===== src/rtl/mbx_pkg.sv =====
// Package: shared encodings for the transmit mailbox status arbiter.
// Assumes: nothing beyond the engine result encoding listed here.
package mbx_pkg;

    // Outcome reported by the transmit engine for one attempt.
    typedef enum logic [1:0] {
        ENG_OK      = 2'b00,
        ENG_ARBLOST = 2'b01,
        ENG_ERR     = 2'b10,
        ENG_ERR_ALT = 2'b11
    } eng_res_e;

    // Stored state of one mailbox.
    typedef struct packed {
        logic pend;
        logic abort;
        logic done;
        logic ok;
        logic arb;
        logic err;
    } slot_state_t;

    localparam slot_state_t SLOT_RESET = '{pend: 1'b0, abort: 1'b0, done: 1'b0,
                                           ok: 1'b0, arb: 1'b0, err: 1'b0};

endpackage


===== src/rtl/mbx_slot.sv =====
// Module: mbx_slot
// Holds the pending, abort, finished and outcome state of one mailbox.
// Assumes: hit_i is high only when the engine report names this mailbox;
// all strobes are single-cycle and synchronous to clk.
module mbx_slot
    import mbx_pkg::*;
(
    input  logic        clk,
    input  logic        rst_n,
    input  logic        req_i,
    input  logic        abort_i,
    input  logic        clr_i,
    input  logic        hit_i,
    input  logic [1:0]  res_i,
    output slot_state_t state_o
);

    slot_state_t cur_q;
    slot_state_t nxt;
    logic        succ;
    logic        fail;
    logic        abort_fin;

    // Classify this cycle's engine report and pending abort.
    always_comb begin
        succ      = hit_i && cur_q.pend && (eng_res_e'(res_i) == ENG_OK);
        fail      = hit_i && cur_q.pend && (eng_res_e'(res_i) != ENG_OK);
        abort_fin = cur_q.abort && cur_q.pend && !succ;
    end

    // Next-state: software actions first, hardware completions override.
    always_comb begin
        nxt = cur_q;
        if (clr_i) begin
            nxt.done = 1'b0;
            nxt.ok   = 1'b0;
            nxt.arb  = 1'b0;
            nxt.err  = 1'b0;
        end
        if (req_i && !cur_q.pend) begin
            nxt.pend = 1'b1;
            nxt.done = 1'b0;
            nxt.ok   = 1'b0;
            nxt.arb  = 1'b0;
            nxt.err  = 1'b0;
        end
        if (abort_i && cur_q.pend) begin
            nxt.abort = 1'b1;
        end
        if (fail) begin
            nxt.ok  = 1'b0;
            nxt.arb = (eng_res_e'(res_i) == ENG_ARBLOST);
            nxt.err = (eng_res_e'(res_i) != ENG_ARBLOST);
        end
        if (succ) begin
            nxt.pend  = 1'b0;
            nxt.abort = 1'b0;
            nxt.done  = 1'b1;
            nxt.ok    = 1'b1;
            nxt.arb   = 1'b0;
            nxt.err   = 1'b0;
        end else if (abort_fin) begin
            nxt.pend  = 1'b0;
            nxt.abort = 1'b0;
            nxt.done  = 1'b1;
            nxt.ok    = 1'b0;
        end
    end

    // State register with synchronous active-low reset.
    always_ff @(posedge clk) begin
        if (!rst_n) begin
            cur_q <= SLOT_RESET;
        end else begin
            cur_q <= nxt;
        end
    end

    assign state_o = cur_q;

endmodule


===== src/rtl/mbx_rank.sv =====
// Module: mbx_rank
// Marks the pending mailbox that ranks below all other pending ones.
// Assumes: smaller key ranks higher; equal keys resolve toward lower index.
module mbx_rank #(
    parameter int NUM_MBOX = 3,
    parameter int KEY_W    = 8
) (
    input  logic [NUM_MBOX-1:0]       pend_i,
    input  logic [NUM_MBOX*KEY_W-1:0] key_i,
    output logic [NUM_MBOX-1:0]       low_o
);

    localparam int CNT_W = $clog2(NUM_MBOX + 1);

    logic [CNT_W-1:0] n_pend;
    logic             multi;

    // Count pending mailboxes to decide whether any flag may be raised.
    always_comb begin
        n_pend = CNT_W'($countones(pend_i));
        multi  = (n_pend >= CNT_W'(2));
    end

    // One comparator column per mailbox.
    for (genvar i = 0; i < NUM_MBOX; i++) begin : g_col
        logic [KEY_W-1:0] key_self;
        logic             beaten;

        assign key_self = key_i[i*KEY_W +: KEY_W];

        // Mailbox i is lowest if every other pending mailbox outranks it.
        always_comb begin
            beaten = 1'b1;
            for (int j = 0; j < NUM_MBOX; j++) begin
                if (j != i && pend_i[j]) begin
                    if (!((key_i[j*KEY_W +: KEY_W] < key_self) ||
                          ((key_i[j*KEY_W +: KEY_W] == key_self) && (j < i)))) begin
                        beaten = 1'b0;
                    end
                end
            end
        end

        assign low_o[i] = pend_i[i] && multi && beaten;
    end

endmodule


===== src/rtl/mbx_code.sv =====
// Module: mbx_code
// Picks the index of the lowest free mailbox, else the lowest-ranked one.
// Assumes: when no mailbox is empty, low_i is one-hot.
module mbx_code #(
    parameter int NUM_MBOX = 3,
    parameter int IDX_W    = 2
) (
    input  logic [NUM_MBOX-1:0] empty_i,
    input  logic [NUM_MBOX-1:0] low_i,
    output logic [IDX_W-1:0]    code_o
);

    logic [IDX_W-1:0] free_idx;
    logic [IDX_W-1:0] low_idx;

    // Priority encode, scanning downward so the lowest set index wins.
    always_comb begin
        free_idx = '0;
        low_idx  = '0;
        for (int i = NUM_MBOX - 1; i >= 0; i--) begin
            if (empty_i[i]) free_idx = IDX_W'(i);
            if (low_i[i])   low_idx  = IDX_W'(i);
        end
    end

    // Select between the free slot and the lowest-ranked pending slot.
    assign code_o = (|empty_i) ? free_idx : low_idx;

endmodule


===== src/rtl/mbx_status_arbiter.sv =====
// Module: mbx_status_arbiter (top)
// Tracks NUM_MBOX transmit mailboxes and produces their status word:
// empty, abort, finished, outcome and lowest-rank flags, plus a slot index.
// Assumes: eng_mbox_i < NUM_MBOX whenever eng_done_i is high.
module mbx_status_arbiter #(
    parameter int NUM_MBOX = 3,
    parameter int KEY_W    = 8,
    localparam int IDX_W   = (NUM_MBOX > 1) ? $clog2(NUM_MBOX) : 1
) (
    input  logic                      clk,
    input  logic                      rst_n,
    input  logic [NUM_MBOX-1:0]       sw_req_i,
    input  logic [NUM_MBOX-1:0]       sw_abort_i,
    input  logic [NUM_MBOX-1:0]       sw_clr_i,
    input  logic [NUM_MBOX*KEY_W-1:0] key_i,
    input  logic                      eng_done_i,
    input  logic [IDX_W-1:0]          eng_mbox_i,
    input  logic [1:0]                eng_result_i,
    output logic [NUM_MBOX-1:0]       empty_o,
    output logic [NUM_MBOX-1:0]       low_o,
    output logic [IDX_W-1:0]          code_o,
    output logic [NUM_MBOX-1:0]       abort_o,
    output logic [NUM_MBOX-1:0]       done_o,
    output logic [NUM_MBOX-1:0]       ok_o,
    output logic [NUM_MBOX-1:0]       arb_o,
    output logic [NUM_MBOX-1:0]       err_o
);

    import mbx_pkg::*;

    logic [NUM_MBOX-1:0] pend;

    // One state slot per mailbox, each decoding its own engine report.
    for (genvar i = 0; i < NUM_MBOX; i++) begin : g_slot
        slot_state_t st;
        logic        hit;

        assign hit = eng_done_i && (eng_mbox_i == IDX_W'(i));

        mbx_slot u_slot (
            .clk     (clk),
            .rst_n   (rst_n),
            .req_i   (sw_req_i[i]),
            .abort_i (sw_abort_i[i]),
            .clr_i   (sw_clr_i[i]),
            .hit_i   (hit),
            .res_i   (eng_result_i),
            .state_o (st)
        );

        assign pend[i]    = st.pend;
        assign abort_o[i] = st.abort;
        assign done_o[i]  = st.done;
        assign ok_o[i]    = st.ok;
        assign arb_o[i]   = st.arb;
        assign err_o[i]   = st.err;
    end

    assign empty_o = ~pend;

    mbx_rank #(
        .NUM_MBOX (NUM_MBOX),
        .KEY_W    (KEY_W)
    ) u_rank (
        .pend_i (pend),
        .key_i  (key_i),
        .low_o  (low_o)
    );

    mbx_code #(
        .NUM_MBOX (NUM_MBOX),
        .IDX_W    (IDX_W)
    ) u_code (
        .empty_i (empty_o),
        .low_i   (low_o),
        .code_o  (code_o)
    );

endmodule


===== config.mk =====
export PLATFORM = sky130hd
export DESIGN_NAME = mbx_status_arbiter
export DESIGN_NICKNAME = d
export VERILOG_FILES = /design/src/rtl/mbx_pkg.sv /design/src/rtl/mbx_slot.sv /design/src/rtl/mbx_rank.sv /design/src/rtl/mbx_code.sv /design/src/rtl/mbx_status_arbiter.sv
export SDC_FILE = /design/constraint.sdc
export NUM_CORES = 1
export LEC_CHECK = 0
export BUFFER_PORTS_ARGS = -buffer_cell sky130_fd_sc_hd__buf_2
export CORE_ASPECT_RATIO = 1.75
export CORE_UTILIZATION = 53
export DETAILED_ROUTE_END_ITERATION = 7
export PLACE_DENSITY = 0.88
export SLEW_MARGIN = 20
export SYNTH_ARGS = -nofsm -noshare
export SYNTH_HDL_FRONTEND = slang
export SYNTH_SLANG_ARGS = --single-unit

===== constraint.sdc =====
create_clock -name clk -period 3.45 [get_ports clk]
set_clock_uncertainty 0.15 [all_clocks]
set_input_delay 0.1725 -clock clk [delete_from_list [all_inputs] [get_ports clk]]
set_output_delay 0.1725 -clock clk [all_outputs]
set_load 0.02 [all_outputs]

==> impl_metrics.tcl, run 1 <==
set metrics [dict create \
    rsz0062_at_grt "no" \
    ir_worst_vdd_uv 172.0 \
    coreArea_um2 2895 \
    synth_common_cells "ha_1 (25), inv_1 (19), dfxtp_1 (18), nand2_1 (18), nor2b_1 (18)" \
    cts_made_buffers 3 \
    worst_hold_slack_ns 0.006933 \
    clock_sinks 18 \
    yosysTopAreaCellShare 0.2234 \
    path_cells "ha_1 > a21oi_1 > nor2_1 > o21ai_0 > a211oi_2 > nand3_1 > o32ai_1 > buf_2" \
    start_util 0.5570 \
    async_flop_share 0 \
    syn_avg_cell_area_um2 8.024 \
    routedWlPerCell_um 13.29 \
    vias_per_cell 5.596 \
    cts-root-buf "clkbuf_8" \
    yosysUniqueCellTypes 39 \
    critPathArrivalTime_ns 2.16 \
    end_kind "primary output" \
    synth_compound_area_frac 0.2312 \
    cp_slowest_cell "dfxtp_1" \
    grt.overflow.total 0 \
    drt_iter0_markers 48 \
    path_class "flip-flop to primary output" \
    fin_setup_tns_ns 0 \
    synth-xor-area-share 0 \
    synth_area_um2 1613 \
    drcViolationCount 7 \
    grt_pass1_vias 1500 \
    dieWidth_um 43.70 \
    synth.most_common_cell "ha_1" \
    final_util 0.6521 \
    io_buffers 62 \
    synth_seq_area_share 0.2234 \
    hpwl_um 3156 \
    hold_violations 0 \
    path_clk_slew_ns 0.07 \
    fin_crit_ns 2.479 \
    yosysWarnings 0 \
    synthesis.nets 266 \
    worst_pin_slew_ns 0.4007 \
    drv_cap 0 \
    post_cts.repair.setup_buffers 0 \
    cts_tree "done" \
    hp-class "primary input to flip-flop" \
    synth_area_leaders "dfxtp_1 (22%), ha_1 (19%), buf_4 (7.0%), nor2b_1 (7.0%), inv_1 (4.4%)" \
    cts_resized 0 \
    syn_inst 201 \
    antennaDiodeCount 0 \
    hold_buffers 0 \
    htreeDepth 1 \
    violations "DRC" \
    crit_family "compound AO/OA/AOI/OAI gates" \
    std_cell_rows 26 \
    cp_num_buf_inv 1 \
    finalWeightedCongestion 0.7984 \
    synth_edf_count 0 \
    dr.pass1.iters 6 \
    antenna_found_initial 0 \
    nets 315 \
    drive_above_1_share 0.2892 \
    leakagePower_uw 0.0009783 \
    synth_top_family_by_area "compound AO/OA/AOI/OAI gates" \
    cp-start-kind "flip-flop" \
    p_per_area_nw_per_um2 298.6 \
    slew_viol_final 0 \
    max_stage_delay_ns 0.41 \
    grt_max_degree 19 \
    yosys.area_share.simple 0.2296 \
    clock_latency_ns 0.25 \
    cp.required_ns 3.13 \
    status "finished with violations" \
    synth_top_cell_by_area "dfxtp_1" \
    pin_count 63 \
    synthMuxAreaShare 0 \
    dr_total_vias 1550 \
    ys.flop_type "dfxtp_1" \
    finalWirelength_um 3682 \
    cp_max_fo 10 \
    ant_nets 0 \
    largest_register_ffs 18 \
    grt_usage 0.2326 \
    synth_seq_cells 18 \
    setup_viol 0 \
    fillers 277 \
    clock_path_buffers 2 \
    synth-adder-area-share 0.1939 \
    grt_pass1_wl_um 5844 \
    die_y_um 74.98 \
    relSlewSlack 0.7329 \
    syn2layout_area_growth_pct 17.07 \
    min_period_over_period 0.7186 \
    design.die.area_um2 3276 \
    max_freq_ghz 0.4034 \
]
## layer usage
metal	wire, um	share of wire	global-route usage	vias to the layer above
met5	0	0	0	-
met4	90	0.024	0.09722	0
li1	-	-	-	802
met2	2076	0.56	0.4776	51
met1	1388	0.38	0.2301	689
met3	126	0.034	0.009592	8
## placed cells by master, fill, tap and decap left out, drive strengths merged, types with 2 or more instances in the layout
cell type	n
buf	62
ha	25
inv	19
nor2b	18
nand2	18
dfxtp	18
a21oi	15
nor2	9
o21ai	8
a22oi	6
a21boi	6
nand3	5
nand4	4
clkbuf	4
nor3	3
o22ai	3
o211a	3
nand2b	2
a221oi	2
and2	2
and4b	2
a211oi	2
## layout make-up
cell class | count | area, um2 | share of cell area
flip-flops and latches | 18 | 360.3 | 0.1909
clock buffers | 4 | 55.05 | 0.02916
repair buffers | 62 | 310.3 | 0.1643
multi-input cells | 146 | 1056 | 0.5593
inverters | 19 | 71.32 | 0.03777
well taps | 28 | 35.03 | 0.01856
## kinds of logic (layout without fill, tap and decap cells)
kind of cell,Yosys count,in the layout
flip-flops,18,18
AO/OA/AOI/OAI,53,53
AND/OR/NAND/NOR,68,68
adder cells (fa/ha/maj),25,25
buffers and inverters,37,85
## power breakdown
part	switching, uW	internal (uW)
Sequential	12.2	215
Combinational	94.5	74.1
Clock	67.0	101
Total	174	390
## through the flow
stage | setup WS [ns] | instances | total power (uW) | cell area, um2
final | 0.9709 | 277 | 563.7 | 1888
after detailed placement | 1.063 | 273 | 399.9 | 1833
after CTS | 1.013 | 277 | 568.9 | 1888
after floorplan | 1.054 | 201 | 340.4 | 1613
after global routing | 0.8630 | 277 | 598.8 | 1888
after global placement | 1.071 | 273 | 395.3 | 1833
## tightest hold or removal path: stages
cell and delay, ns:
buf_2 0.10, nand2_1 0.04, a21oi_1 0.05
## final timing paths
check                                           start                                       end  slack, ns  cells past startpoint
max          g_slot[2].u_slot.state_o[5]$_SDFFE_PP0P_                                 code_o[1]       0.97                      8
min                                     sw_abort_i[2]  g_slot[2].u_slot.state_o[4]$_SDFFE_PP0P_      0.007                      3
max reg2reg  g_slot[0].u_slot.state_o[5]$_SDFFE_PP0P_  g_slot[0].u_slot.state_o[1]$_SDFFE_PP0P_       1.63                      5
min reg2reg  g_slot[1].u_slot.state_o[2]$_SDFFE_PN0P_  g_slot[1].u_slot.state_o[2]$_SDFFE_PN0P_       0.32                      2
No activity file was read; power rests on OpenSTA's default activity.
==> run 2: changes to the inputs <==
--- a/config.mk
+++ b/config.mk
@@ -7,9 +7,9 @@
 export LEC_CHECK = 0
 export BUFFER_PORTS_ARGS = -buffer_cell sky130_fd_sc_hd__buf_2
 export CORE_ASPECT_RATIO = 1.75
-export CORE_UTILIZATION = 53
+export CORE_UTILIZATION = 44
 export DETAILED_ROUTE_END_ITERATION = 7
-export PLACE_DENSITY = 0.88
+export PLACE_DENSITY = 0.78
 export SLEW_MARGIN = 20
 export SYNTH_ARGS = -nofsm -noshare
 export SYNTH_HDL_FRONTEND = slang
==> constraint.sdc (replaced) <==
create_clock -name clk -period 2.2 [get_ports clk]
set_clock_uncertainty 0.15 [all_clocks]
set_input_delay 0.11 -clock clk [delete_from_list [all_inputs] [get_ports clk]]
set_output_delay 0.11 -clock clk [all_outputs]
set_load 0.02 [all_outputs]
==> impl_metrics.tcl, run 2 (synthesized netlist as in run 1, its figures left out) <==
set metrics [dict create \
    hpwl_um 3370 \
    fin_crit_ns 2.190 \
    dr_total_vias 1664 \
    hold_violations 0 \
    p_per_area_nw_per_um2 439.7 \
    clock_sinks 18 \
    dr.pass1.iters 4 \
    drt_iter0_markers 36 \
    htreeDepth 1 \
    final_cell_mix "buf_2 (58), nand2_1 (18), dfxtp_1 (18)" \
    largest_register_ffs 18 \
    end_kind "primary output" \
    cp-start-kind "primary input" \
    drive_above_1_share 0.4205 \
    clock_latency_ns 0.25 \
    min_period_over_period 0.9954 \
    vias_per_cell 5.385 \
    status "completed" \
    relSlewSlack 0.7329 \
    finalWirelength_um 4281 \
    worst_pin_slew_ns 0.3997 \
    critPathArrivalTime_ns 1.93 \
    nets 330 \
    cts_made_buffers 3 \
    cts-root-buf "clkbuf_8" \
    path_clk_slew_ns 0.07 \
    ir_worst_vdd_uv 280.5 \
    dieWidth_um 47.77 \
    clock_path_buffers 2 \
    coreArea_um2 3433 \
    grt_pass1_vias 1617 \
    design.die.area_um2 3921 \
    final_common_cell "buf_2" \
    antennaDiodeCount 0 \
    cp_max_fo 2 \
    slew_viol_final 0 \
    drcViolationCount 0 \
    finalWeightedCongestion 0.8301 \
    hp-class "primary input to flip-flop" \
    cp.required_ns 1.94 \
    path_class "primary input to primary output" \
    grt.overflow.total 0 \
    antenna_found_initial 0 \
    fin_setup_tns_ns 0 \
    grt_max_degree 19 \
    grt_usage 0.2257 \
    die_y_um 82.09 \
    std_cell_rows 28 \
    cts_tree "done" \
    total_power_uw 989.1 \
    syn2layout_area_growth_pct 39.49 \
    leakagePower_uw 0.001065 \
    ant_nets 0 \
    pin_count 63 \
    routedWlPerCell_um 13.85 \
    grt_pass1_wl_um 6479 \
    max_freq_ghz 0.4566 \
    setup_viol 0 \
    drv_cap 0 \
    io_buffers 62 \
    start_util 0.4698 \
]
-- run 2: repair_timing --
| action | in CTS | in global routing |
|---|---|---|
| hold buffers | 3 | 0 |
| pin swaps | 7 | 14 |
| resized for setup | 10 | 29 |
| endpoints found under the hold margin | 3 | 0 |
| endpoints found under the setup margin | 1 | 2 |
| buffers inserted | 3 | 2 |
-- run 2: power by group --
group          leakage, uW  total [uW]  internal (uW)  switching, uW
logic             0.000890         374            179            195
registers         0.000146         347            337           10.2
clock network    0.0000288         269            159            110
-- run 2: final timing paths --
path                                                 start                                        to  slack, ns  cells after the start
setup reg to reg  g_slot[0].u_slot.state_o[5]$_SDFFE_PP0P_  g_slot[0].u_slot.state_o[1]$_SDFFE_PP0P_       0.29                      7
hold reg to reg   g_slot[1].u_slot.state_o[2]$_SDFFE_PN0P_  g_slot[1].u_slot.state_o[2]$_SDFFE_PN0P_       0.33                      2
setup / recovery                                  key_i[9]                                 code_o[0]       0.01                     10
hold / removal                                 sw_clr_i[2]  g_slot[2].u_slot.state_o[2]$_SDFFE_PN0P_       0.06                      4
-- run 2: per-layer routing --
metal | vias to the layer above | track usage | wire length [um]
li1 | 832 | - | -
met1 | 767 | 0.2187 | 1565
met2 | 57 | 0.4338 | 2470
met3 | 8 | 0.02174 | 147
met4 | 0 | 0.1111 | 97
met5 | - | 0 | 0
-- run 2: final cells by class --
class	instances	area [um2]
clock buffers	4	55.05
fillers	324	1184
inverters	19	82.58
multi-input cells	146	1244
flip-flops and latches	18	360.3
well taps	45	56.30
repair buffers	77	451.7
-- run 2: critical path, cell delays in order --
cell,delay [ns]
buf_6,0.10
inv_6,0.05
ha_4,0.19
nor2b_4,0.12
o211ai_2,0.20
a21oi_2,0.09
o31ai_2,0.25
or4b_4,0.50
a21oi_2,0.17
buf_6,0.14
-- run 2: per-stage QoR --
stage	area, um2	worst slack (ns)	instances	util	hold WS (ns)
global placement	1913	-0.05024	297	0.5572	0.2046
finish	2250	0.01013	309	0.6552	0.05627
CTS	2062	-0.01066	307	0.6006	0.05497
floorplan	1619	0.1076	201	-	0.08817
global route	2250	-0.01298	309	0.6552	0.06994
detailed placement	1913	-0.05903	297	0.5572	0.2136
==> run 3: changes to the inputs <==
--- a/config.mk
+++ b/config.mk
@@ -10,6 +10,7 @@
 export CORE_UTILIZATION = 44
 export DETAILED_ROUTE_END_ITERATION = 7
 export PLACE_DENSITY = 0.78
+export RECOVER_POWER = 50
 export SLEW_MARGIN = 20
 export SYNTH_ARGS = -nofsm -noshare
 export SYNTH_HDL_FRONTEND = slang
==> impl_metrics.tcl, run 3 (synthesized netlist as in run 1, its figures left out) <==
set metrics [dict create \
    status "completed" \
    design.die.area_um2 3921 \
    dr.pass1.iters 4 \
    slew_viol_final 0 \
    setup_slack_ns 0.009240 \
    path_clk_slew_ns 0.07 \
    path_cells "buf_6 > inv_6 > ha_4 > nor2b_4 > o211ai_2 > a21oi_2 > o31ai_2 > or4b_4 > a21oi_2 > buf_6" \
    htreeDepth 1 \
    setup_viol 0 \
    cp_num_buf_inv 3 \
    swShare 0.3198 \
    dp_slack_ns -0.05903 \
    relSlewSlack 0.6977 \
    cp.required_ns 1.94 \
    syn2layout_area_growth_pct 38.01 \
    std_cell_rows 28 \
    cts-root-buf "clkbuf_8" \
    drv_cap 0 \
    final_common_cell "buf_2" \
    clock_sinks 18 \
    path_class "primary input to primary output" \
    dr_total_vias 1678 \
    worst_pin_slew_ns 0.4534 \
    hold_violations 0 \
    final_cell_mix "buf_2 (42), nand2_1 (18), dfxtp_1 (18)" \
    max_stage_delay_ns 0.50 \
    finalWirelength_um 4323 \
    vias_per_cell 5.430 \
    end_kind "primary output" \
    leakagePower_uw 0.0009939 \
    dieWidth_um 47.77 \
    grt_max_degree 19 \
    fin_crit_ns 2.191 \
    nets 330 \
    antenna_found_initial 0 \
    power_frac_comb 0.376 \
    crit_family "compound AO/OA/AOI/OAI gates" \
    antennaDiodeCount 0 \
    clock_path_buffers 2 \
    finalWeightedCongestion 0.8301 \
    hp-class "primary input to flip-flop" \
    pin_count 63 \
    drive_above_1_share 0.3561 \
    grt.overflow.total 0 \
    cts_tree "done" \
    drt_iter0_markers 19 \
    start_util 0.4698 \
    cp_max_fo 2 \
    min_period_over_period 0.9958 \
    post_dp_cell_area_um2 1913 \
    cts_made_buffers 3 \
    io_buffers 62 \
    ir_worst_vdd_uv 280.6 \
    critPathArrivalTime_ns 1.93 \
    max_freq_ghz 0.4565 \
    final_area_um2 2226 \
    grt_usage 0.2257 \
    ant_nets 0 \
    routedWlPerCell_um 13.99 \
    coreArea_um2 3433 \
    switching_power_uw 315.3 \
    grt_pass1_vias 1617 \
    clock_latency_ns 0.25 \
    die_y_um 82.09 \
    hpwl_um 3370 \
    largest_register_ffs 18 \
    clockPowerShare 0.272 \
    worst_hold_slack_ns 0.05528 \
    cp-start-kind "primary input" \
    grt_pass1_wl_um 6479 \
    drcViolationCount 0 \
    cp_slowest_cell "or4b_4" \
    seq_power_share 0.352 \
    p_per_area_nw_per_um2 443.0 \
    cellInternalPower_uw 670.6 \
]
## run 3: layer usage
metal  track usage  up-vias  part of all wire
li1              -      832                 -
met1        0.2187      778              0.37
met2        0.4338       60              0.57
met3       0.02174        8             0.037
met4        0.1111        0             0.023
met5             0        -                 0
## run 3: worst min-delay path: stages
cell	delay, ns
buf_2	0.09
nor3_1	0.07
nand3_1	0.08
a21boi_0	0.07
## run 3: worst paths after layout
kind,startpoint,endpoint,slack [ns],depth (start not counted)
worst max register to register,g_slot[0].u_slot.state_o[5]$_SDFFE_PP0P_,g_slot[0].u_slot.state_o[1]$_SDFFE_PP0P_,0.29,7
worst max-delay path,key_i[9],code_o[0],0.009,10
worst min-delay path,sw_clr_i[2],g_slot[2].u_slot.state_o[2]$_SDFFE_PN0P_,0.06,4
worst min register to register,g_slot[1].u_slot.state_o[2]$_SDFFE_PN0P_,g_slot[1].u_slot.state_o[2]$_SDFFE_PN0P_,0.34,2
## run 3: power by group through the flow
stage | clock [uW] | combinational (uW) | sequential, uW
after floorplan | 0 | 184 | 352
after global placement | 0 | 290 | 352
after detailed placement | 0 | 296 | 352
after CTS | 272 | 320 | 345
after global routing | 294 | 407 | 349
final | 268 | 371 | 347
## run 3: repair_timing
item | CTS | global route
pin swaps | 7 | 14
buffers inserted | 3 | 2
resized for setup | 10 | 29
hold endpoints to repair | 3 | 0
hold buffers | 3 | 0
setup endpoints to repair | 1 | 2
## run 3: cell type report
type	instances	area (um2)
well taps	45	56.30
flip-flops and latches	18	360.3
clock buffers	4	55.05
repair buffers	77	427.9
inverters	19	82.58
fillers	320	1207
multi-input cells	146	1244
## run 3: metrics by stage
stage	util	std cells	setup TNS, ns	total power, uW
detailed placement	0.5572	297	-0.05903	648.2
finish	0.6483	309	0	986.0
floorplan	-	201	0	536.2
CTS	0.6006	307	-0.01066	936.1
global route	0.6483	309	-0.03995	1049
global placement	0.5572	297	-0.05024	642.0
